## config.mk

```make
export PLATFORM = sky130hd
export DESIGN_NAME = arith_flag_unit
export DESIGN_NICKNAME = d
export VERILOG_FILES = /design/src/rtl/afu_pkg.sv /design/src/rtl/afu_datapath.sv /design/src/rtl/afu_status_eval.sv /design/src/rtl/afu_flag_reg.sv /design/src/rtl/arith_flag_unit.sv
export SDC_FILE = /design/constraint.sdc
export NUM_CORES = 1
export LEC_CHECK = 0
export ABC_AREA = 1
export BUFFER_PORTS_ARGS = -buffer_cell sky130_fd_sc_hd__buf_2
export CAP_MARGIN = 20
export CORE_MARGIN = 5
export CORE_UTILIZATION = 30
export DETAILED_ROUTE_END_ITERATION = 7
export HOLD_SLACK_MARGIN = 0.1
export RECOVER_POWER = 25
export SYNTH_ARGS = -nofsm -noshare
export SYNTH_HDL_FRONTEND = slang
export SYNTH_SLANG_ARGS = --single-unit
```

## constraint.sdc

```tcl
create_clock -name clk -period 5.6 [get_ports clk]
set_input_delay 0.84 -clock clk [delete_from_list [all_inputs] [get_ports clk]]
set_output_delay 0.84 -clock clk [all_outputs]
set_load 0.005 [all_outputs]
```

## src/rtl/afu_pkg.sv

```systemverilog
package afu_pkg;

   typedef enum logic [2:0] {
      OP_COPY = 3'd0,
      OP_SWAP = 3'd1,
      OP_ADD  = 3'd2,
      OP_SUB  = 3'd3,
      OP_INC  = 3'd4,
      OP_DEC  = 3'd5,
      OP_NEG  = 3'd6,
      OP_RSV  = 3'd7
   } afu_op_e;

   typedef struct packed {
      logic cf;
      logic pf;
      logic zf;
      logic sf;
      logic vf;
   } afu_flags_t;

   // which flag groups a given opcode is allowed to write
   function automatic logic writes_all(afu_op_e op);
      return (op == OP_ADD) || (op == OP_SUB) || (op == OP_NEG);
   endfunction

   function automatic logic writes_no_carry(afu_op_e op);
      return (op == OP_INC) || (op == OP_DEC);
   endfunction

endpackage

```

## src/rtl/afu_datapath.sv

```systemverilog
module afu_datapath
   import afu_pkg::*;
#(
   parameter int WIDTH = 16
) (
   input  afu_op_e          op,
   input  logic [WIDTH-1:0] opa,
   input  logic [WIDTH-1:0] opb,
   output logic [WIDTH-1:0] res,
   output logic [WIDTH-1:0] res_alt,
   output logic             carry_raw,
   output logic             ovf_raw
);
   localparam int MSB = WIDTH - 1;

   generate
      if (WIDTH < 2) begin : g_bad_width
         $error("afu_datapath: WIDTH must be at least 2");
      end
   endgenerate

   logic [WIDTH-1:0] add_x;
   logic [WIDTH-1:0] add_y;
   logic             add_cin;
   logic [WIDTH:0]   add_sum;
   logic             is_borrow_op;

   // one shared adder; each arithmetic opcode maps onto x + y + cin
   always_comb begin
      add_x        = opa;
      add_y        = opb;
      add_cin      = 1'b0;
      is_borrow_op = 1'b0;
      unique case (op)
         OP_ADD: begin
            add_y = opb;
         end
         OP_SUB: begin
            add_y        = ~opb;
            add_cin      = 1'b1;
            is_borrow_op = 1'b1;
         end
         OP_INC: begin
            add_y   = '0;
            add_cin = 1'b1;
         end
         OP_DEC: begin
            add_y        = '1;
            is_borrow_op = 1'b1;
         end
         OP_NEG: begin
            add_x        = '0;
            add_y        = ~opa;
            add_cin      = 1'b1;
            is_borrow_op = 1'b1;
         end
         default: begin
            add_y = opb;
         end
      endcase
   end

   assign add_sum = {1'b0, add_x} + {1'b0, add_y} + {{WIDTH{1'b0}}, add_cin};

   always_comb begin
      res_alt = opb;
      unique case (op)
         OP_COPY: res = opb;
         OP_SWAP: begin
            res     = opb;
            res_alt = opa;
         end
         OP_RSV:  res = opa;
         default: res = add_sum[MSB:0];
      endcase
   end

   // a borrow is the inverse of the adder carry for the subtract forms
   assign carry_raw = is_borrow_op ? ~add_sum[WIDTH] : add_sum[WIDTH];
   assign ovf_raw   = (add_x[MSB] == add_y[MSB]) && (add_sum[MSB] != add_x[MSB]);

endmodule

```

## src/rtl/afu_status_eval.sv

```systemverilog
module afu_status_eval #(
   parameter int WIDTH    = 16,
   parameter bit PAR_TREE = 1'b1
) (
   input  logic [WIDTH-1:0] res,
   output logic             par_even,
   output logic             is_zero,
   output logic             is_neg
);
   generate
      if (WIDTH < 2) begin : g_bad_width
         $error("afu_status_eval: WIDTH must be at least 2");
      end

      if (PAR_TREE) begin : g_par_chain
         logic [WIDTH-1:0] xacc;
         assign xacc[0] = res[0];
         for (genvar i = 1; i < WIDTH; i++) begin : g_stage
            assign xacc[i] = xacc[i-1] ^ res[i];
         end
         assign par_even = ~xacc[WIDTH-1];
      end else begin : g_par_reduce
         assign par_even = ~(^res);
      end
   endgenerate

   assign is_zero = (res == '0);
   assign is_neg  = res[WIDTH-1];

endmodule

```

## src/rtl/afu_flag_reg.sv

```systemverilog
module afu_flag_reg
   import afu_pkg::*;
(
   input  logic       clk,
   input  logic       rst,
   input  logic       strobe,
   input  afu_op_e    op,
   input  afu_flags_t nxt,
   output afu_flags_t cur
);
   logic wr_all;
   logic wr_rest;

   assign wr_all  = strobe && writes_all(op);
   assign wr_rest = strobe && (writes_all(op) || writes_no_carry(op));

   always_ff @(posedge clk) begin
      if (rst) begin
         cur <= '0;
      end else begin
         if (wr_all) begin
            cur.cf <= nxt.cf;
         end
         if (wr_rest) begin
            cur.pf <= nxt.pf;
            cur.zf <= nxt.zf;
            cur.sf <= nxt.sf;
            cur.vf <= nxt.vf;
         end
      end
   end

   p_reset_clear_r11: assert property (@(posedge clk) rst |=> (cur == '0))
      else $error("flags not cleared by reset");

   p_idle_hold_r10: assert property (@(posedge clk) disable iff (rst)
      !strobe |=> $stable(cur))
      else $error("flags changed without strobe");

   p_move_keep_r7: assert property (@(posedge clk) disable iff (rst)
      (strobe && (op == OP_COPY || op == OP_SWAP || op == OP_RSV)) |=> $stable(cur))
      else $error("copy/swap/reserved altered flags");

   p_step_carry_r8: assert property (@(posedge clk) disable iff (rst)
      (strobe && (op == OP_INC || op == OP_DEC)) |=> $stable(cur.cf))
      else $error("step operation altered carry");

endmodule

```

## src/rtl/arith_flag_unit.sv

```systemverilog
module arith_flag_unit
   import afu_pkg::*;
#(
   parameter int WIDTH    = 16,
   parameter bit PAR_TREE = 1'b1
) (
   input  logic             clk,
   input  logic             rst,
   input  logic             exec_en,
   input  logic [2:0]       op_sel,
   input  logic [WIDTH-1:0] opnd_a,
   input  logic [WIDTH-1:0] opnd_b,
   output logic [WIDTH-1:0] result,
   output logic [WIDTH-1:0] result_alt,
   output logic             flag_carry,
   output logic             flag_parity,
   output logic             flag_zero,
   output logic             flag_sign,
   output logic             flag_ovf
);
   localparam int MSB = WIDTH - 1;

   generate
      if (WIDTH < 2) begin : g_bad_width
         $error("arith_flag_unit: WIDTH must be at least 2");
      end
   endgenerate

   afu_op_e    op;
   logic       c_raw;
   logic       v_raw;
   logic       p_eval;
   logic       z_eval;
   logic       s_eval;
   afu_flags_t f_next;
   afu_flags_t f_cur;

   assign op = afu_op_e'(op_sel);

   afu_datapath #(.WIDTH(WIDTH)) u_dp (
      .op        (op),
      .opa       (opnd_a),
      .opb       (opnd_b),
      .res       (result),
      .res_alt   (result_alt),
      .carry_raw (c_raw),
      .ovf_raw   (v_raw)
   );

   afu_status_eval #(.WIDTH(WIDTH), .PAR_TREE(PAR_TREE)) u_eval (
      .res      (result),
      .par_even (p_eval),
      .is_zero  (z_eval),
      .is_neg   (s_eval)
   );

   assign f_next = '{cf: c_raw, pf: p_eval, zf: z_eval, sf: s_eval, vf: v_raw};

   afu_flag_reg u_flags (
      .clk    (clk),
      .rst    (rst),
      .strobe (exec_en),
      .op     (op),
      .nxt    (f_next),
      .cur    (f_cur)
   );

   assign flag_carry  = f_cur.cf;
   assign flag_parity = f_cur.pf;
   assign flag_zero   = f_cur.zf;
   assign flag_sign   = f_cur.sf;
   assign flag_ovf    = f_cur.vf;

   p_neg_carry_r9: assert property (@(posedge clk) disable iff (rst)
      (exec_en && op == OP_NEG) |=> (flag_carry == ($past(result) != '0)))
      else $error("negate carry does not track nonzero result");

   p_zero_sign_r6: assert property (@(posedge clk) disable iff (rst)
      (exec_en && (writes_all(op) || writes_no_carry(op)))
      |=> (flag_zero == ($past(result) == '0)) && (flag_sign == $past(result[MSB])))
      else $error("zero/sign flag disagrees with result");

   p_swap_pair_r2: assert property (@(posedge clk) disable iff (rst)
      (op == OP_SWAP) |-> (result == opnd_b) && (result_alt == opnd_a))
      else $error("swap outputs wrong");

endmodule

```

After elaboration in Yosys (flattened, before gate mapping). Index checks and enable logic that the tools add are counted.

Flip-flop bits (word level): 5. Input port bits: 38.

Add/subtract/negate cells: 2. Eq/ne operators: 9. Multiplexer cells: 7. Bitwise gates (word level): 19. Reduce and logical (&&, ||, !) cells: 12.

Operators by type and width (count): 16-bit one-hot mux with 4 select lines (1); 16-bit two-way mux (2); 16-bit NOT (2); 16-bit one-hot mux with 2 select lines (1); 16-bit by 16-bit adder with 17-bit output (1); 17-bit by 1-bit adder with 17-bit output (1); 16-bit logical NOT (1); 1-bit bitwise XOR (15); 3-bit == test (second input constant) (4); 3-bit by 2-bit == test with 1-bit output (second input constant) (2); 3-bit OR reduction (2); 1-bit logical OR (4); 3-bit by 1-bit == test with 1-bit output (second input constant) (1); 1-bit logical AND (3); 3-bit logical NOT (1); 1-bit two-way mux (3); 1-bit NOT (2); 2-bit OR reduction (1); 1-bit == test (1); 1-bit != test (1).

Depth between registers and ports, before layout.
Depth after elaboration: 21. Gate-level depth with buffers: 31. Mapped depth without buffers: 30.

By module. From an unflattened synthesis, not the netlist that was laid out.

Cell total of the unflattened synthesis: 519. Area, all modules: 2642.5 um^2.

Modules (own cells, without submodules): afu_datapath (instances 1, cells an instance 413, area each 2088.3 um^2); afu_status_eval (instances 1, cells an instance 71, area each 314.1 um^2); afu_flag_reg (instances 1, cells an instance 35, area each 240.2 um^2).

Worst setup path after synthesis. OpenSTA, ideal clock, no wires.

Path kind: in2reg. From: in op_sel[0]. To: reg u_flags.cur[3] (netlist name). Data arrival time: 4.372 ns. Setup slack: 1.119 ns. Stages: 30. Buffers on the path: 1. Path through: inv_1 > nor3_1 > clkinv_1 > nand2_1 > nor2_1 > inv_1 > buf_2 > o22ai_1 > fa_1 > inv_1 > fa_1 > inv_1 > nor2_1 > a221oi_1 > ha_1 > nand3b_1 > nand2_1 > nand2_1 > nand2_2 > inv_2 > nand2_2 > nand2_2 > nand2_1 > nand2_1 > nand2_1 > nand2_1 > nand2_1 > nand3_1 > nand2_1 > inv_1.

Cells in the longest elaborated chain, start to end: 21.

RTL lines: from (decl) (line arith_flag_unit.sv:10) `input logic [2:0] op_sel,`; 3-bit == test, or another cell as far along (line afu_pkg.sv:24, afu_datapath.sv:34); 16-bit one-hot mux with 4 select lines, or another cell as far along (line afu_datapath.sv:34) `unique case (op)`; 16-bit by 16-bit adder with 17-bit output or 1-bit two-way mux (tied branches) (line afu_datapath.sv:63, afu_datapath.sv:34); 17-bit by 1-bit adder with 17-bit output (line afu_datapath.sv:63) `assign add_sum = {1'b0, add_x} + {1'b0, add_y} + {{WIDTH{1'b0}}, add_cin};`; 16-bit one-hot mux with 2 select lines (line afu_datapath.sv:67) `unique case (op)`; 1-bit bitwise XOR (15 in series) (line afu_status_eval.sv:19) `assign xacc[i] = xacc[i-1] ^ res[i];`; 1-bit NOT (line afu_status_eval.sv:21) `assign par_even = ~xacc[WIDTH-1];`; to (decl) (line afu_flag_reg.sv:9) `output afu_flags_t cur`.

Parallel ways exist; a longest one is shown, timed or not. A chain may end at the register's enable or synchronous reset.

Worst setup path after layout.
From: in op_sel[0]. To: out result[14].

Cells in the longest elaborated chain, start to end: 5.

RTL lines: 3-bit == test or 3-bit by 2-bit == test with 1-bit output (tied branches) (line afu_datapath.sv:34); 16-bit one-hot mux with 4 select lines, or another cell as far along (line afu_datapath.sv:34); 16-bit by 16-bit adder with 17-bit output or 1-bit two-way mux (tied branches) (line afu_datapath.sv:63, afu_datapath.sv:34); 17-bit by 1-bit adder with 17-bit output (line afu_datapath.sv:63); 16-bit one-hot mux with 2 select lines * (line afu_datapath.sv:67); to (decl) (line arith_flag_unit.sv:13) `output logic [WIDTH-1:0] result,`.

Every way passes the cells marked *; elsewhere a longest branch is shown, timed or not.

==> summary.txt <==
Setup path
  • Setup Crit Path Kind: input pin to primary output
  • Crit path max fanout: 13
  • Worst r2r path cells: 3
  • Worst Path Arrival: 4.13 ns
  • Crit path launch type: input pin
  • Crit. End Element: primary output
  • Critical path data required time: about 4.8 ns

Clock tree
  • Cts hold-fix bufs: 0
  • Clk slew on worst S/H paths: approximately 0.03 ns
  • Post-CTS Resized: 0
  • TritonCTS Buffers: 3
  • CTS H-tree depth: 1
  • Clock Path Buffers: 2
  • Skew-Pair Late Insertion Delay: 0.22 ns
  • Setup Buffers After CTS: 0
  • CTS Sinks: 5
  • CTS tree: done
  • Clock Root Buffer: clkbuf_8

Job
  • Max cap viols: 1

Logic synthesis
  • Main flop type after synthesis: dfxtp_1
  • Post-synthesis sequential area ratio: 0.03876
  • Yosys top cell by area: nand2_1
  • Syn_nets: 566
  • Top cells by count, synth: nand2_1 (161), inv_1 (96), nor2_1 (51)
  • Yosys reg bits: 5
  • Unique masters post-synth: 39
  • Top post-synthesis cells by area: nand2_1 (23%), inv_1 (14%), ha_1 (7.8%)
  • Mapped cell area: 0.002582 mm²
  • Syn Area/Cell: 5.064 µm²
  • Synth Warn #: 0
  • Cell with the most instances after synthesis: nand2_1
  • Synth Instances: between 500 and 600
  • Ys async rst share: 0
  • Number of synthesized flops with an enable pin: 0
  • Yosys top cell area share: 0.2340

Global route
  • Total track usage: 0.1716
  • Initial antenna violation count: 0
  • Largest net degree at the start of global routing: 33
  • Global-route wire length before repair: 14890 µm
  • Vias in the first global route: between 3k and 4k
  • GR Overflow Total: 0

Floorplan
  • Die H: between 100 and 150 µm
  • Rows: 33
  • Initial Util: 0.3112
  • Core Area: 0.008299 mm²
  • Ports: 75
  • DIE WIDTH: 102.8 µm
  • Die ar.: roughly 0.011 mm²

Cells and area
  • Sequential cell area: 100.1 µm²
  • Layout cells sized above 1: 0.1730
  • Final core occ: 0.3694
  • Largest regs: u_flags.cur (5)
  • Layout Cells excl Fill: 683
  • Layout net count: around 640
  • ANT cells: 0
  • Fillers: 920
  • Final instance area: ~0.0031 mm²
  • Top reg by flops: u_flags.cur
  • Area Growth Syn to Fin: 18.70%
  • Multi-input gate area: 0.002021 mm²
  • Largest register FFs: 5

Detailed routing
  • DRT Pass-1 Iters: 5
  • Post-DR wirelength/cell: 13.39 µm
  • Final WL: just over 9000 µm
  • Initial DRC Count: 229
  • DR vias: 3425
  • Post-route ant nets: 0
  • DRC: 0
  • Number of vias per cell: 5.015

Placed design
  • DP Area: 0.003037 mm²
  • DP HPWL: 7398 µm
  • Placed Instances: 679
  • Dpl ws: 0.4743 ns
  • Port Buffers: 74
  • GPL Wtd Cong: 0.8915

Run status
  • Failing checks: max-capacitance violations, max-slew violations
  • Outcome: finished, violations left

Min path
  • WHS Path Cells: 2
  • Worst hold path type: flop to flop

STA
  • Final hold vios: 0
  • Final Worst Setup Slack: 0.6267 ns
  • Slew HR: -0.1010
  • Min Tclk post-route: 4.973 ns
  • Setup violations, final: 0
  • RSZ-0062 raised after global routing: no
  • Worst-margin pin slew: 1.645 ns
  • Setup TNS: 0 ns
  • FMAX: 0.2011 GHz
  • Slew Limit Fails: 19
  • Worst hold slack: 0.4623 ns
  • Setup Skew: 0 ns
  • Fin crit share: 0.8881

Power
  • Max rail drop VDD: 68.34 µV
  • Overall power: 0.6047 mW
  • Pwr dens: 197.3 mW/mm²
  • Leak: 1.881 nW
[path summary, 6_finish.rpt]
path,slack (ns),end,start
setup / recovery,0.63,result[14],op_sel[0]
hold / removal,0.46,u_flags.cur[2],u_flags.cur[2]
setup reg to reg,4.93,u_flags.cur[3],u_flags.cur[3]
hold reg to reg,0.46,u_flags.cur[2],u_flags.cur[2]
[critical path, stage by stage]
cell and delay (ns):
buf_2 0.12, inv_1 0.05, nor3_1 0.25, clkinv_1 0.13, nand2_1 0.39, nor2_1 0.20
inv_1 0.12, o22ai_1 0.09, fa_1 0.42, inv_1 0.14, fa_1 0.24, nand2_1 0.10
nand2_1 0.15, nand3_1 0.11, nand2_1 0.12, nand2_1 0.08, nand3_1 0.09, nand2_1 0.07
o21ai_1 0.25, buf_2 0.16
[metal layers]
metal | global-route usage | up-vias | routed length [µm] | part of all wire
met5 | 0 | - | 0 | 0
met4 | 0.04382 | 0 | 217 | 0.024
met3 | 0.01624 | 17 | 587 | 0.064
met2 | 0.3143 | 116 | 4385 | 0.48
met1 | 0.2145 | 1529 | 3952 | 0.43
li1 | - | 1763 | - | -
[cells in the final DEF, fill, tap and decap left out, types with 4 or more instances in the layout]
master	Yosys	routed
a21oi_1	15	15
a22oi_1	12	12
buf_2	2	67
clkbuf_1	6	8
dfxtp_1	5	5
ha_1	16	16
inv_1	96	96
nand2_1	161	161
nand2_2	10	10
nand3_1	40	40
nand3_2	6	6
nand4_1	7	7
nor2_1	51	52
nor3_1	4	4
o211ai_1	5	5
o21ai_0	30	30
o22ai_1	11	11
[power breakdown]
part | total, mW | leakage (nW) | internal (mW) | switching (mW)
clock | 0.0667 | 0.0228 | 0.0489 | 0.0179
combinational | 0.497 | 1.82 | 0.180 | 0.317
sequential | 0.0406 | 0.0411 | 0.0391 | 0.00150
total | 0.605 | 1.88 | 0.268 | 0.337
[cells by family after synthesis]
kind of cell               share of synthesized area
AOI/OAI and AO/OA                             0.1846
xor gates and xnor gates                    0.003392
adders and majority gates                    0.09302
buffers and inverters                         0.1759
DFF                                          0.03876
and+or+nand+nor                               0.5044
[final cells by class]
cell class	instances	share of cell area
clock buffer	4	0.01469
inverter	101	0.1253
multi-input combinational	391	0.6592
sequential	5	0.03265
tap	105	0.04286
timing repair buffer	77	0.1253
No activity file was read; power rests on OpenSTA's default activity.
